--- src/rtl/pktmv_pkg.sv ---
package pktmv_pkg;
    typedef enum logic [2:0] {
        ST_IDLE,
        ST_BUS_WAIT,
        ST_BUS_MOVE,
        ST_FIFO_MOVE,
        ST_REPORT
    } mv_state_t;
endpackage

--- src/rtl/pktmv_stage_buf.sv ---
module pktmv_stage_buf #(
    parameter int DEPTH = 64,
    parameter int IDX_W = $clog2(DEPTH) + 1
) (
    input  logic             clk,
    input  logic             rst_n,
    input  logic             wr_en,
    input  logic [IDX_W-1:0] idx,
    input  logic [7:0]       wr_data,
    output logic [7:0]       rd_data
);
    logic [7:0] cells [DEPTH];

    always_ff @(posedge clk) begin
        if (wr_en) cells[idx[IDX_W-2:0]] <= wr_data;
    end

    assign rd_data = cells[idx[IDX_W-2:0]];

    // The index never leaves the buffer while a byte is stored.
    assert_idx_in_range_R2: assert property (@(posedge clk) disable iff (!rst_n)
        wr_en |-> (idx < IDX_W'(DEPTH)));
endmodule

--- src/rtl/pktmv_addr_seq.sv ---
module pktmv_addr_seq #(
    parameter int ADDR_W = 32
) (
    input  logic              clk,
    input  logic              rst_n,
    input  logic              load,
    input  logic [ADDR_W-1:0] start_addr,
    input  logic              step,
    output logic [ADDR_W-1:0] addr
);
    always_ff @(posedge clk or negedge rst_n) begin
        if (!rst_n)    addr <= '0;
        else if (load) addr <= start_addr;
        else if (step) addr <= addr + 1'b1;
    end
endmodule

--- src/rtl/pktmv_ctrl.sv ---
module pktmv_ctrl
    import pktmv_pkg::*;
#(
    parameter int LEN_W = 16,
    parameter int DEPTH = 64,
    parameter int IDX_W = $clog2(DEPTH) + 1
) (
    input  logic             clk,
    input  logic             rst_n,
    input  logic             cmd_valid,
    input  logic             cmd_unload,
    input  logic [LEN_W-1:0] cmd_len,
    output logic             cmd_ready,
    output logic             bus_req,
    input  logic             bus_gnt,
    output logic             bus_valid,
    output logic             bus_write,
    input  logic             bus_ack,
    input  logic             bus_err,
    output logic             fifo_wr,
    input  logic             fifo_full,
    output logic             fifo_rd,
    input  logic             fifo_empty,
    input  logic             pause,
    output logic             buf_we,
    output logic [IDX_W-1:0] buf_idx,
    output logic             addr_load,
    output logic             addr_step,
    output logic             done,
    output logic             done_err,
    output logic [LEN_W-1:0] done_count
);
    localparam logic [LEN_W-1:0] DEPTH_L = LEN_W'(DEPTH);
    localparam logic [IDX_W-1:0] DEPTH_I = IDX_W'(DEPTH);

    mv_state_t        state, state_nx;
    logic             unload_q;
    logic             err_q;
    logic [LEN_W-1:0] remaining;
    logic [LEN_W-1:0] moved;
    logic [IDX_W-1:0] chunk;
    logic [IDX_W-1:0] idx;

    logic             accept;
    logic             beat_ok;
    logic             beat_bad;
    logic             fifo_go;
    logic             step;
    logic             last;
    logic             new_chunk;
    logic [LEN_W-1:0] rem_src;
    logic [IDX_W-1:0] chunk_sz;

    // Handshake decode
    always_comb begin
        accept   = (state == ST_IDLE) && cmd_valid;
        beat_bad = (state == ST_BUS_MOVE) && bus_gnt && bus_err;
        beat_ok  = (state == ST_BUS_MOVE) && bus_gnt && bus_ack && !bus_err;
        fifo_go  = (state == ST_FIFO_MOVE) && !pause &&
                   (unload_q ? !fifo_empty : !fifo_full);
        step     = beat_ok || fifo_go;
        last     = step && (IDX_W'(idx + 1'b1) == chunk);
        rem_src  = accept ? cmd_len : remaining;
        chunk_sz = (rem_src > DEPTH_L) ? DEPTH_I : rem_src[IDX_W-1:0];
        new_chunk = accept ||
                    (last && (remaining != '0) &&
                     (((state == ST_FIFO_MOVE) && !unload_q) ||
                      ((state == ST_BUS_MOVE) && unload_q)));
    end

    // Next state
    always_comb begin
        state_nx = state;
        unique case (state)
            ST_IDLE: begin
                if (cmd_valid) begin
                    if (cmd_len == '0)   state_nx = ST_REPORT;
                    else if (cmd_unload) state_nx = ST_FIFO_MOVE;
                    else                 state_nx = ST_BUS_WAIT;
                end
            end
            ST_BUS_WAIT: begin
                if (bus_gnt) state_nx = ST_BUS_MOVE;
            end
            ST_BUS_MOVE: begin
                if (beat_bad) state_nx = ST_REPORT;
                else if (last) begin
                    if (!unload_q)             state_nx = ST_FIFO_MOVE;
                    else if (remaining == '0)  state_nx = ST_REPORT;
                    else                       state_nx = ST_FIFO_MOVE;
                end
            end
            ST_FIFO_MOVE: begin
                if (last) begin
                    if (unload_q)              state_nx = ST_BUS_WAIT;
                    else if (remaining == '0)  state_nx = ST_REPORT;
                    else                       state_nx = ST_BUS_WAIT;
                end
            end
            ST_REPORT: state_nx = ST_IDLE;
            default:   state_nx = ST_IDLE;
        endcase
    end

    // State register
    always_ff @(posedge clk or negedge rst_n) begin
        if (!rst_n) state <= ST_IDLE;
        else        state <= state_nx;
    end

    // Datapath registers
    always_ff @(posedge clk or negedge rst_n) begin
        if (!rst_n) begin
            unload_q  <= 1'b0;
            err_q     <= 1'b0;
            remaining <= '0;
            moved     <= '0;
            chunk     <= '0;
            idx       <= '0;
        end else begin
            if (accept) begin
                unload_q <= cmd_unload;
                err_q    <= 1'b0;
            end else if (beat_bad) begin
                err_q    <= 1'b1;
            end

            if (new_chunk) begin
                chunk     <= chunk_sz;
                remaining <= rem_src - LEN_W'(chunk_sz);
            end

            if (accept || last) idx <= '0;
            else if (step)      idx <= idx + 1'b1;

            if (accept) moved <= '0;
            else if ((fifo_go && !unload_q) || (beat_ok && unload_q))
                moved <= moved + 1'b1;
        end
    end

    // Outputs
    always_comb begin
        cmd_ready  = (state == ST_IDLE);
        bus_req    = (state == ST_BUS_WAIT) || (state == ST_BUS_MOVE);
        bus_valid  = (state == ST_BUS_MOVE) && bus_gnt;
        bus_write  = unload_q;
        fifo_wr    = fifo_go && !unload_q;
        fifo_rd    = fifo_go && unload_q;
        buf_we     = (beat_ok && !unload_q) || (fifo_go && unload_q);
        buf_idx    = idx;
        addr_load  = accept;
        addr_step  = beat_ok;
        done       = (state == ST_REPORT);
        done_err   = err_q;
        done_count = moved;
    end

    // A FIFO move never runs past the current chunk.
    assert_fifo_within_chunk_R7: assert property (@(posedge clk) disable iff (!rst_n)
        (state == ST_FIFO_MOVE) |-> (idx < chunk));

    // An unload never holds the bus before its chunk is staged.
    assert_fill_before_bus_R4: assert property (@(posedge clk) disable iff (!rst_n)
        ((state == ST_BUS_WAIT) && unload_q) |-> (idx == '0));
endmodule

--- src/rtl/pktmv_engine.sv ---
module pktmv_engine #(
    parameter int ADDR_W = 32,
    parameter int LEN_W  = 16,
    parameter int DEPTH  = 64
) (
    input  logic              clk,
    input  logic              rst_n,
    input  logic              cmd_valid,
    input  logic              cmd_unload,
    input  logic [ADDR_W-1:0] cmd_addr,
    input  logic [LEN_W-1:0]  cmd_len,
    output logic              cmd_ready,
    output logic              bus_req,
    input  logic              bus_gnt,
    output logic              bus_valid,
    output logic              bus_write,
    output logic [ADDR_W-1:0] bus_addr,
    output logic [7:0]        bus_wdata,
    input  logic [7:0]        bus_rdata,
    input  logic              bus_ack,
    input  logic              bus_err,
    output logic              fifo_wr,
    output logic [7:0]        fifo_wdata,
    input  logic              fifo_full,
    output logic              fifo_rd,
    input  logic [7:0]        fifo_rdata,
    input  logic              fifo_empty,
    input  logic              pause,
    output logic              done,
    output logic              done_err,
    output logic [LEN_W-1:0]  done_count
);
    localparam int IDX_W = $clog2(DEPTH) + 1;

    logic             buf_we;
    logic [IDX_W-1:0] buf_idx;
    logic [7:0]       buf_rd;
    logic             addr_load;
    logic             addr_step;

    pktmv_ctrl #(.LEN_W(LEN_W), .DEPTH(DEPTH), .IDX_W(IDX_W)) u_ctrl (
        .clk        (clk),
        .rst_n      (rst_n),
        .cmd_valid  (cmd_valid),
        .cmd_unload (cmd_unload),
        .cmd_len    (cmd_len),
        .cmd_ready  (cmd_ready),
        .bus_req    (bus_req),
        .bus_gnt    (bus_gnt),
        .bus_valid  (bus_valid),
        .bus_write  (bus_write),
        .bus_ack    (bus_ack),
        .bus_err    (bus_err),
        .fifo_wr    (fifo_wr),
        .fifo_full  (fifo_full),
        .fifo_rd    (fifo_rd),
        .fifo_empty (fifo_empty),
        .pause      (pause),
        .buf_we     (buf_we),
        .buf_idx    (buf_idx),
        .addr_load  (addr_load),
        .addr_step  (addr_step),
        .done       (done),
        .done_err   (done_err),
        .done_count (done_count)
    );

    pktmv_stage_buf #(.DEPTH(DEPTH), .IDX_W(IDX_W)) u_buf (
        .clk     (clk),
        .rst_n   (rst_n),
        .wr_en   (buf_we),
        .idx     (buf_idx),
        .wr_data (bus_write ? fifo_rdata : bus_rdata),
        .rd_data (buf_rd)
    );

    pktmv_addr_seq #(.ADDR_W(ADDR_W)) u_addr (
        .clk        (clk),
        .rst_n      (rst_n),
        .load       (addr_load),
        .start_addr (cmd_addr),
        .step       (addr_step),
        .addr       (bus_addr)
    );

    assign bus_wdata  = buf_rd;
    assign fifo_wdata = buf_rd;

    assert_bus_fifo_exclusive_R6: assert property (@(posedge clk) disable iff (!rst_n)
        bus_req |-> !(fifo_wr || fifo_rd));

    assert_no_write_when_full_R7: assert property (@(posedge clk) disable iff (!rst_n)
        fifo_full |-> !fifo_wr);

    assert_no_read_when_empty_R7: assert property (@(posedge clk) disable iff (!rst_n)
        fifo_empty |-> !fifo_rd);

    assert_pause_freezes_fifo_R8: assert property (@(posedge clk) disable iff (!rst_n)
        pause |-> !(fifo_wr || fifo_rd));

    assert_error_ends_packet_R9: assert property (@(posedge clk) disable iff (!rst_n)
        (bus_valid && bus_err) |=> (done && done_err && !bus_req));

    assert_done_single_cycle_R10: assert property (@(posedge clk) disable iff (!rst_n)
        done |=> !done);
endmodule

--- config.mk ---
export PLATFORM = sky130hd
export DESIGN_NAME = pktmv_engine
export DESIGN_NICKNAME = d
export VERILOG_FILES = /design/src/rtl/pktmv_pkg.sv /design/src/rtl/pktmv_stage_buf.sv /design/src/rtl/pktmv_addr_seq.sv /design/src/rtl/pktmv_ctrl.sv /design/src/rtl/pktmv_engine.sv
export SDC_FILE = /design/constraint.sdc
export NUM_CORES = 1
export LEC_CHECK = 0
export ABC_CLOCK_PERIOD_IN_PS = 10100
export BUFFER_PORTS_ARGS = -buffer_cell sky130_fd_sc_hd__buf_2
export CAP_MARGIN = 20
export CORE_AREA = 2 2 254 256
export CTS_BUF_LIST = sky130_fd_sc_hd__clkbuf_8
export CTS_CLUSTER_SIZE = 20
export DETAILED_ROUTE_END_ITERATION = 8
export DIE_AREA = 0 0 256 258
export PLACE_DENSITY = 0.6
export SLEW_MARGIN = 0
export SYNTH_ARGS = -nofsm -noshare
export SYNTH_HDL_FRONTEND = slang
export SYNTH_SLANG_ARGS = --single-unit
--- constraint.sdc ---
create_clock -name clk -period 10.1 [get_ports clk]
set_clock_uncertainty 0.15 [all_clocks]
set_input_delay 2.02 -clock clk [delete_from_list [all_inputs] [get_ports clk]]
set_output_delay 2.02 -clock clk [all_outputs]
set_load 0.01 [all_outputs]
==> reports/metrics.yaml, run 1 <==
crit_family: "buffers and inverters"
worstPathRequired_ns: 7.93
crit_chain: "buf_4 -> nor2_1 -> buf_6 -> a22oi_1 -> o22ai_1 -> o21ai_0 -> o221ai_1 -> or4_1 -> buf_2"
post-route-period-util: 0.6933
p_total_w: 0.006990
drt_wl_total_um: 68740
portBuffers: 145
yosysUniqueCellTypes: 70
die_area_um2: 66050
grt_pass1_wl_um: 102200
clk_pin_slew_ns: 0.06
antenna_left: 0
cts_setup_buffers: 0
ioPinCount: 146
drive_above_1_share: 0.2131
die_y_um: 258
endpoint_kind: "output pin"
synth_xor_area_frac: 0.01843
routed_via_density: 5.729
wire_per_inst_um: 24.35
final_util: 0.4491
post_dp_cell_area_um2: 26740
cts_max_level: 3
cts_sinks: 595
grt_max_degree: 113
cts_buffer_depth: 3
async_reset_ff_frac: 0.1395
grt_setup_unrepaired: "no"
hp-class: "register to register"
syn_inst: 1728
cts_inserted_buffers: 99
chipWidth_um: 256
hpwl_um: 41820
postSynthAreaPerCell_um2: 14.57
ctsResizeCount: 0
clk_latency_ns: 0.69
tightest_slew_ns: 1.157
gp_congestion: 0.9019
synth_fp_nets: 1806
dr.pass1.iters: 5
synth_compound_area_frac: 0.09108
timing.fmax_ghz: 0.1428
grt.total_usage: 0.2054
maxCapViolations: 0
dr.first_iter.drc_count: 1599
grt_antenna_before_repair: 2
status: "finished, final reports clean"
irDropWorstVdd_mv: 0.1239
report.final.slew_viol_count: 0
yosysSeqAreaShare: 0.6930
worst_ep_arrival_time_ns: 4.83
critPathMaxFanout: 69
post-route-min-period_ns: 7.002
worst-setup-path-type: "register to output pin"
setup_viol: 0
core_area_um2: 63650
vias: 16174
crit_slowest_cell: "dfrtp_4"
yosys.area_share.adder: 0.001987
hold_violations: 0
holdWs_ns: 0.3612
cts_tree: "yes"
tns_ns: 0
synth-edff-count: 512
cts_root_buf: "clkbuf_8"
synth_top_family_by_area: "compound AO/OA/AOI/OAI gates"
syn_area_um2: 25180
grt.overflow.total: 0
cpPeakStageDelay_ns: 1.02
max-slew-margin-rel: 0.2256
ys_warn_count: 0
start_kind: "register"
synth.area.mux_share: 0.08641
area_growth_pct: 13.51
synthFlopType: "edfxtp_1"
design_area_um2: 28580
hold_buffers: 0
grt_pass1_vias: 16006
ys_seq_elements: 595
drc: 0
crit_buf_inv: 3
layout.nets: 1966
start_util: 0.3956
fp-row-count: 93
leakage_nw: 9.689
synthSimpleGateAreaFrac: 0.08705
pwr_density_cell_nw_per_um2: 244.6
-- path summary, 6_finish.rpt --
kind	slack [ns]	start	cells past startpoint	end
hold reg to reg	0.36	u_ctrl.done_err	2	u_ctrl.done_err
max in group asynchronous	7.58	rst_n	2	u_ctrl.buf_idx[1]
min in group asynchronous	1.16	rst_n	1	u_ctrl.remaining[4]
setup reg to reg	5.66	u_ctrl.buf_idx[2]	5	u_buf.cells[37][6]
setup / recovery	3.10	u_ctrl.buf_idx[1]	9	fifo_wdata[6]
hold / removal	0.36	u_ctrl.done_err	2	u_ctrl.done_err
-- layout by cell type (no fill, tap or decap), drive strengths merged, types with 12 or more instances in the layout --
| master | n |
|---|---|
| nor2 | 182 |
| and3 | 15 |
| a221oi | 45 |
| clkinv | 43 |
| mux4 | 44 |
| mux2 | 49 |
| nand4 | 13 |
| mux2i | 62 |
| a22o | 19 |
| dfrtp | 83 |
| a21oi | 81 |
| and2 | 12 |
| o21ai | 48 |
| inv | 40 |
| edfxtp | 512 |
| xnor2 | 29 |
| nand2 | 94 |
| o22ai | 23 |
| nor3 | 35 |
| buf | 174 |
| a22oi | 49 |
| nand3 | 35 |
| nor4 | 15 |
| xor2 | 24 |
| clkbuf | 105 |
| nor2b | 15 |
-- sequential cells by signal, indices dropped and copies added (netlist names) --
register           cells
u_buf.cells          512
u_addr.addr           32
u_ctrl.done_count     16
u_ctrl.remaining      16
u_ctrl.buf_idx         7
u_ctrl.chunk           7
u_ctrl.state           3
u_ctrl.bus_write       1
u_ctrl.done_err        1
-- worst register-to-register path, delay by kind of cell (launching register included) --
kind | cells | cell delay, ns
buf+inv | 2 | 0.88
flops | 1 | 0.97
simple gates | 3 | 2.02
-- layer usage --
layer	track usage	share of wire	routed length, µm	vias up
met3	0.04878	0.083	5703	172
li1	-	-	-	7067
met5	0.001425	0	0	-
met4	0.09568	0.043	2960	0
met2	0.3255	0.47	32530	790
met1	0.2687	0.40	27550	8145
-- synth_stat cells, types with 10 or more instances --
master	count	area, µm²
a21oi_1	80	400.4
a221oi_1	45	394.1
a22o_1	19	166.4
a22oi_1	49	367.9
and3_1	15	93.84
buf_1	18	67.56
buf_2	35	175.2
clkbuf_1	53	198.9
dfrtp_1	83	2077
edfxtp_1	512	15370
inv_1	11	41.29
mux2_2	49	551.8
mux2i_1	61	610.6
mux4_2	44	991.0
nand2_1	94	352.8
nand3_1	34	170.2
nand4_1	13	81.33
nor2_1	182	683.2
nor2b_1	15	93.84
nor3_1	34	170.2
nor4_1	15	93.84
o211ai_1	10	75.07
o21ai_0	47	235.2
o22ai_1	23	143.9
or4_1	10	75.07
xnor2_1	29	254.0
xor2_1	24	210.2
-- where the power goes --
group	total, W	switching [W]	internal, W
clock	0.00199	0.000973	0.00102
sequential	0.00318	0.000224	0.00296
combinational	0.00182	0.00116	0.000659
total	0.00699	0.00235	0.00464
-- layout make-up --
type                       instances  area, µm²
sequential                       595      17460
multi-input combinational       1007       7194
clock buffer                     105       1445
antenna                            2      5.005
clock inverter                    74      390.4
tap                              855       1070
fill                            5713      35070
inverter                          11      41.29
timing repair buffer             174      974.7
-- per-stage QoR --
step           worst slack (ns)  cells
5_1_grt                   2.909   2823
2_1_floorplan             5.284   1728
4_1_cts                   3.106   2821
3_3_place_gp              3.899   2641
6_report                  3.098   2823
3_5_place_dp              3.925   2642
-- logic make-up (layout without fill, tap and decap cells) --
kind of cell	count (synthesis)	in the layout
flops	595	595
simple gates	461	461
compound gates	333	333
mux	155	155
buf+inv	126	364
xor+xnor	53	53
fa+ha+maj	4	4
other cells	1	3
Power figures use the tool's default switching activity.
==> run 2, diff against run 1 <==
--- a/config.mk
+++ b/config.mk
@@ -5,7 +5,7 @@
 export SDC_FILE = /design/constraint.sdc
 export NUM_CORES = 1
 export LEC_CHECK = 0
-export ABC_CLOCK_PERIOD_IN_PS = 10100
+export ABC_CLOCK_PERIOD_IN_PS = 6500
 export BUFFER_PORTS_ARGS = -buffer_cell sky130_fd_sc_hd__buf_2
 export CAP_MARGIN = 20
 export CORE_AREA = 2 2 254 256
==> constraint.sdc (replaced) <==
create_clock -name clk -period 6.5 [get_ports clk]
set_clock_uncertainty 0.15 [all_clocks]
set_input_delay 1.3 -clock clk [delete_from_list [all_inputs] [get_ports clk]]
set_output_delay 1.3 -clock clk [all_outputs]
set_load 0.01 [all_outputs]
==> run 2 against run 1 <==
Compared with the run above: the flow now finishes with violations (DRC); global-route usage barely moved; routed wire length is 0.17% higher; combinational power increased by 54%; highest routed layer unchanged; design area increased by 0.17%; clock power up 51%; worst setup slack worse by 2.5 ns.
==> reports/metrics.yaml, run 2 (synthesis gave the netlist of run 1 again) <==
status: "finished, violations left"  # was finished, final reports clean
violations: "DRC"
chipWidth_um: 256  # unchanged
reg2reg_slack_ns: 2.26  # was 5.66 ns
hpwl_um: 42730  # was 41820 µm
p_seq_frac: 0.459  # was 0.456
cpPeakStageDelay_ns: 0.85  # was 1.02 ns
endpoint_kind: "output pin"  # unchanged
clockPowerShare: 0.279  # was 0.285
grt_pass1_wl_um: 102300  # was 102200 µm
pwr_density_cell_nw_per_um2: 375.8  # was 244.6 nW/µm²
p_sw_frac: 0.3381  # was 0.3369
p_sw_w: 0.003638  # was 0.002355 W
cts_root_buf: "clkbuf_8"  # unchanged
ioPinCount: 146  # unchanged
ctsResizeCount: 0  # unchanged
drive_above_1_share: 0.2153  # was 0.2131
hold_buffers: 0  # unchanged
dr.first_iter.drc_count: 1920  # was 1599
cts_inserted_buffers: 98  # was 99
worstPathRequired_ns: 5.05  # was 7.93 ns
whs_path_depth: 2  # unchanged
setup_slack_ns: 0.5655  # was 3.098 ns
setup_viol: 0  # unchanged
min_to: "u_ctrl.done_err"  # unchanged
max-slew-margin-rel: 0.2269  # was 0.2256
post-route-min-period_ns: 5.934
clk_latency_ns: 0.69  # about the same
critPathMaxFanout: 45  # was 69
drt_wl_total_um: 68860  # was 68740 µm
r2r_end: "u_buf.cells[37][4]"  # was u_buf.cells[37][6]
largest_reg_flops: 512  # unchanged
maxCapViolations: 0  # unchanged
tns_ns: 0  # unchanged
die_area_um2: 66050  # unchanged
core_area_um2: 63650  # unchanged
start_kind: "register"  # unchanged
grt_max_degree: 65  # was 113
grt.overflow.total: 0  # unchanged
grt.total_usage: 0.2052  # was 0.2054
cts_sinks: 595  # unchanged
wire_per_inst_um: 24.31  # was 24.35 µm
report.final.slew_viol_count: 0  # unchanged
gp_congestion: 0.8690  # was 0.9019
hp-class: "register to register"  # unchanged
tightest_slew_ns: 1.155  # was 1.157 ns
timing.fmax_ghz: 0.1685
dr.pass1.iters: 9  # was 5
worst-setup-path-type: "register to output pin"  # unchanged
grt_pass1_vias: 16182  # was 16006
leakage_nw: 9.762  # was 9.689 nW
crit_family: "buffers and inverters"  # unchanged
crit_chain: "buf_4 -> nor2b_2 -> buf_16 -> a221oi_1 -> a21oi_1 -> o21bai_1 -> o221ai_1 -> or4_1 -> buf_2"  # was buf_4 -> nor2_1 -> buf_6 -> a22oi_1 -> o22ai_1 -> o21ai_0 -> o221ai_1 -> or4_1 -> buf_2
routed_via_density: 5.729  # about the same
cts_max_level: 3  # unchanged
worst_ep_arrival_time_ns: 4.48  # was 4.83 ns
cts_tree: "yes"  # unchanged
stdcell_count: 2832  # was 2823
layout.nets: 1978  # was 1966
portBuffers: 145  # unchanged
dpl.cell_count: 2652  # was 2642
timing.rr.start: "u_ctrl.state[0]"  # was u_ctrl.buf_idx[2]
crit_buf_inv: 3  # unchanged
n_fill_cell: 5712  # was 5713
layout_common_cells: "edfxtp_1, nor2_1, buf_2"  # unchanged
r2r_cells: 5  # unchanged
post-place-ws_ns: 1.397  # was 3.925 ns
grt_antenna_before_repair: 3  # was 2
grt_setup_unrepaired: "no"  # unchanged
irDropWorstVdd_mv: 0.1924  # was 0.1239 mV
antenna_left: 0  # unchanged
drc: 1  # was 0
internal_power_w: 0.007123  # was 0.004636 W
cts_setup_buffers: 0  # unchanged
die_y_um: 258  # unchanged
worstSetupStartpoint: "u_ctrl.buf_idx[0]"  # was u_ctrl.buf_idx[1]
comb_power_share: 0.261  # was 0.260
hp-start: "u_ctrl.done_err"  # unchanged
vias: 16224  # was 16174
hold_violations: 0  # unchanged
start_util: 0.3956  # unchanged
cts_buffer_depth: 3  # unchanged
clk_pin_slew_ns: 0.06  # about the same
crit_slowest_cell: "dfrtp_4"  # unchanged
area_growth_pct: 13.70  # was 13.51%
final_common_cell: "edfxtp_1"  # unchanged
post-route-period-util: 0.9130
fp-row-count: 93  # unchanged
-- run 2: changes by cell type in the layout (fill, tap and decap cells not counted), moves of 7 or more --
cell / before / now
inv_1: 37 / 50
buf_4: 27 / 38
clkinv_1: 26 / 15
clkinv_2: 16 / 9
-- run 2: power by group through the flow --
stage / Sequential (W) / Combinational [W] / Clock (W)
final: 0.00494 / 0.00281 / 0.00300
after global routing: 0.00498 / 0.00303 / 0.00323
after CTS: 0.00494 / 0.00282 / 0.00306
after detailed placement: 0.00501 / 0.00281 / 0
after global placement: 0.00500 / 0.00276 / 0
after floorplan: 0.00488 / 0.00185 / 0
-- run 2: worst max path at each step --
stage	endpoint	cells after the start
final	fifo_wdata[0]	9
after detailed placement	fifo_wdata[0]	9
after global placement	fifo_wdata[0]	8
after floorplan	fifo_wdata[7]	8
after CTS	bus_wdata[0]	9
after global routing	bus_wdata[0]	9
-- run 2: area by class of cell --
type                            count  area (µm²)  share of cell area
Antenna cell                        3       7.507           0.0002622
Clock buffer                      104        1431             0.04999
Clock inverter                     70       340.3             0.01189
Inverter                           11       41.29            0.001442
Multi-Input combinational cell   1007        7192              0.2512
Sequential cell                   595       17460              0.6099
Tap cell                          855        1070             0.03736
Timing Repair Buffer              187        1087             0.03797
-- run 2: per-layer routing --
metal  track usage  vias up  share of wire  wire (µm)
li1              -     7067              -          -
met3       0.04741      177          0.079       5459
met2        0.3253      785           0.47      32450
met5             0        -              0          0
met4       0.09162        0          0.042       2876
met1        0.2708     8195           0.41      28070
-- run 2: tightest hold or removal path: cells and delay by family (launching register included) --
family | cells | cell delay (ns)
AOI/OAI and AO/OA | 1 | 0.04
and+or+nand+nor | 1 | 0.08
DFF | 1 | 0.34
-- run 2: stage by stage --
stage / area, µm² / power, W / utilization / hold slack (ns)
2_1_floorplan: 25180 / 0.006733 / - / 0.3184
3_3_place_gp: 26790 / 0.007767 / 0.4209 / 0.3371
3_5_place_dp: 26820 / 0.007819 / 0.4214 / 0.3481
4_1_cts: 28590 / 0.01082 / 0.4492 / 0.3258
5_1_grt: 28630 / 0.01123 / 0.4498 / 0.3500
6_report: 28630 / 0.01076 / 0.4498 / 0.3588
==> run 3, diff against run 2 <==
--- a/config.mk
+++ b/config.mk
@@ -14,6 +14,7 @@
 export DETAILED_ROUTE_END_ITERATION = 8
 export DIE_AREA = 0 0 256 258
 export PLACE_DENSITY = 0.6
+export RECOVER_POWER = 50
 export SLEW_MARGIN = 0
 export SYNTH_ARGS = -nofsm -noshare
 export SYNTH_HDL_FRONTEND = slang
==> run 3 against run 2 <==
Compared with the run above: the flow finishes with violations (capacitance limit, slew limit); clock power barely moved; first-iteration DRC count rose by 5.5%; global-route usage did not move; utilization fell by 0.12 points; register-to-register slack got worse by 0.04 ns; routed wire length rose by 0.29%; sequential share of layout area rose by 0.16 points; non-clock buffer count did not move; combinational power barely moved; sequential power rose by 1%; largest power group unchanged; clock-buffer cell count did not move; final cell count did not move.
==> reports/metrics.yaml, run 3 (synthesis gave the netlist of run 1 again) <==
status: "finished, violations left"  # unchanged
violations: "capacitance limit, slew limit"  # was DRC
cts_buffer_depth: 3  # unchanged
pwr_density_cell_nw_per_um2: 377.6  # was 375.8 nW/µm²
irDropWorstVdd_mv: 0.1990  # was 0.1924 mV
hpwl_um: 42730  # unchanged
portBuffers: 145  # unchanged
cts_setup_buffers: 0  # unchanged
top_usage_layer: "met2"  # unchanged
grt_antenna_before_repair: 3  # unchanged
gp_congestion: 0.8690  # unchanged
max-slew-margin-rel: -1.186  # was 0.2269
met2_usage: 0.3253  # unchanged
cts_tree: "yes"  # unchanged
post-route-period-util: 0.9097  # was 0.9130
tightest_slew_ns: 3.279  # was 1.155 ns
cts_inserted_buffers: 98  # unchanged
hold_buffers: 0  # unchanged
post-route-min-period_ns: 5.913  # was 5.934 ns
endpoint_kind: "output pin"  # unchanged
fp-row-count: 93  # unchanged
cpPeakStageDelay_ns: 0.86  # was 0.85 ns
critPathMaxFanout: 45  # unchanged
grt_max_degree: 65  # unchanged
final_common_cell: "edfxtp_1"  # unchanged
die_y_um: 258  # unchanged
core_area_um2: 63650  # unchanged
dr.pass1.iters: 5  # was 9
grt_pass1_vias: 16182  # unchanged
largest_reg_flops: 512  # unchanged
drc: 0  # was 1
worstPathRequired_ns: 5.05  # about the same
start_kind: "register"  # unchanged
p_seq_frac: 0.463  # was 0.459
clk_latency_ns: 0.69  # about the same
layout.nets: 1978  # unchanged
die_area_um2: 66050  # unchanged
worst_ep_arrival_time_ns: 4.46  # was 4.48 ns
crit_slowest_cell: "dfrtp_4"  # unchanged
vias: 16219  # was 16224
drt_wl_total_um: 69060  # was 68860 µm
p_sw_frac: 0.3377  # was 0.3381
crit_chain: "buf_4 -> nor2b_2 -> buf_16 -> a221oi_1 -> a21oi_1 -> o21bai_1 -> o221ai_1 -> or4_1 -> buf_2"  # unchanged
grt_setup_unrepaired: "no"  # unchanged
maxCapViolations: 11  # was 0
use_met3: 0.04741  # unchanged
cts_max_level: 3  # unchanged
grt.total_usage: 0.2052  # unchanged
tns_ns: 0  # unchanged
n_fill_cell: 5732  # was 5712
leakage_nw: 9.625  # was 9.762 nW
ctsResizeCount: 0  # unchanged
report.final.slew_viol_count: 664  # was 0
stdcell_count: 2832  # unchanged
timing.fmax_ghz: 0.1691  # was 0.1685 GHz
layout_common_cells: "edfxtp_1, nor2_1, buf_2"  # unchanged
grt_util_met1: 0.2708  # unchanged
cts_sinks: 595  # unchanged
wire_per_inst_um: 24.38  # was 24.31 µm
grt.overflow.total: 0  # unchanged
internal_power_w: 0.007141  # was 0.007123 W
grt_pass1_wl_um: 102300  # unchanged
worst-setup-path-type: "register to output pin"  # unchanged
comb_power_share: 0.258  # was 0.261
clk_pin_slew_ns: 0.06  # about the same
clockPowerShare: 0.278  # was 0.279
p_sw_w: 0.003641  # was 0.003638 W
dpl.cell_count: 2652  # unchanged
drive_above_1_share: 0.1925  # was 0.2153
cts_root_buf: "clkbuf_8"  # unchanged
hp-class: "register to register"  # unchanged
hold_violations: 0  # unchanged
ioPinCount: 146  # unchanged
antenna_left: 0  # unchanged
chipWidth_um: 256  # unchanged
area_growth_pct: 13.40  # was 13.70%
start_util: 0.3956  # unchanged
dr.first_iter.drc_count: 2025  # was 1920
setup_viol: 0  # unchanged
routed_via_density: 5.727  # was 5.729
[run 3: cell count changes in the layout (fill, tap and decap cells not counted), sizes merged]
cell	before	now
clkbuf	104	141
buf	187	150
[run 3: layer usage]
layer,up-vias,share of wire
met4,0,0.040
met3,164,0.082
met2,812,0.47
met1,8169,0.41
met5,-,0
li1,7074,-
[run 3: path summary, 6_finish.rpt]
path                                   start  slack [ns]                     to  depth (start not counted)
max                        u_ctrl.buf_idx[0]        0.59          fifo_wdata[0]                          9
min                          u_ctrl.done_err        0.36        u_ctrl.done_err                          2
max reg2reg                  u_ctrl.state[0]        2.22         u_addr.addr[0]                          4
min reg2reg                  u_ctrl.done_err        0.36        u_ctrl.done_err                          2
max in group asynchronous              rst_n        1.55  u_ctrl.done_count[12]                          2
min in group asynchronous              rst_n        0.83    u_ctrl.remaining[6]                          1
[run 3: critical path, delay by kind of cell (launching register included)]
family                 cells  cell delay [ns]
flip-flops                 1             0.86
AND/OR/NAND/NOR            2             0.86
buffers and inverters      3             0.99
AO/OA/AOI/OAI              4             0.97
[run 3: stage by stage]
step	utilization	hold WS [ns]	area (µm²)	setup slack, ns	total power, W
floorplan	-	0.3184	25180	2.404	0.006733
global placement	0.4209	0.3371	26790	1.313	0.007767
detailed placement	0.4214	0.3481	26820	1.397	0.007819
CTS	0.4492	0.3258	28590	0.6262	0.01082
global route	0.4486	0.3973	28560	0.3810	0.01126
finish	0.4486	0.3629	28560	0.5867	0.01078
[run 3: power groups by stage]
stage | registers [W] | logic (W) | clock network [W]
floorplan | 0.00488 | 0.00185 | 0
global placement | 0.00500 | 0.00276 | 0
detailed placement | 0.00501 | 0.00281 | 0
CTS | 0.00494 | 0.00282 | 0.00306
global route | 0.00503 | 0.00300 | 0.00323
finish | 0.00500 | 0.00279 | 0.00300
[run 3: layout make-up]
class | count | area (µm²) | share of cell area
repair buffers | 187 | 1011 | 0.03540
multi-input cells | 1007 | 7192 | 0.2519
diodes | 3 | 7.507 | 0.0002629
clock inverters | 70 | 340.3 | 0.01192
flip-flops and latches | 595 | 17460 | 0.6115
clock buffers | 104 | 1431 | 0.05012
well taps | 855 | 1070 | 0.03746
inverters | 11 | 41.29 | 0.001446
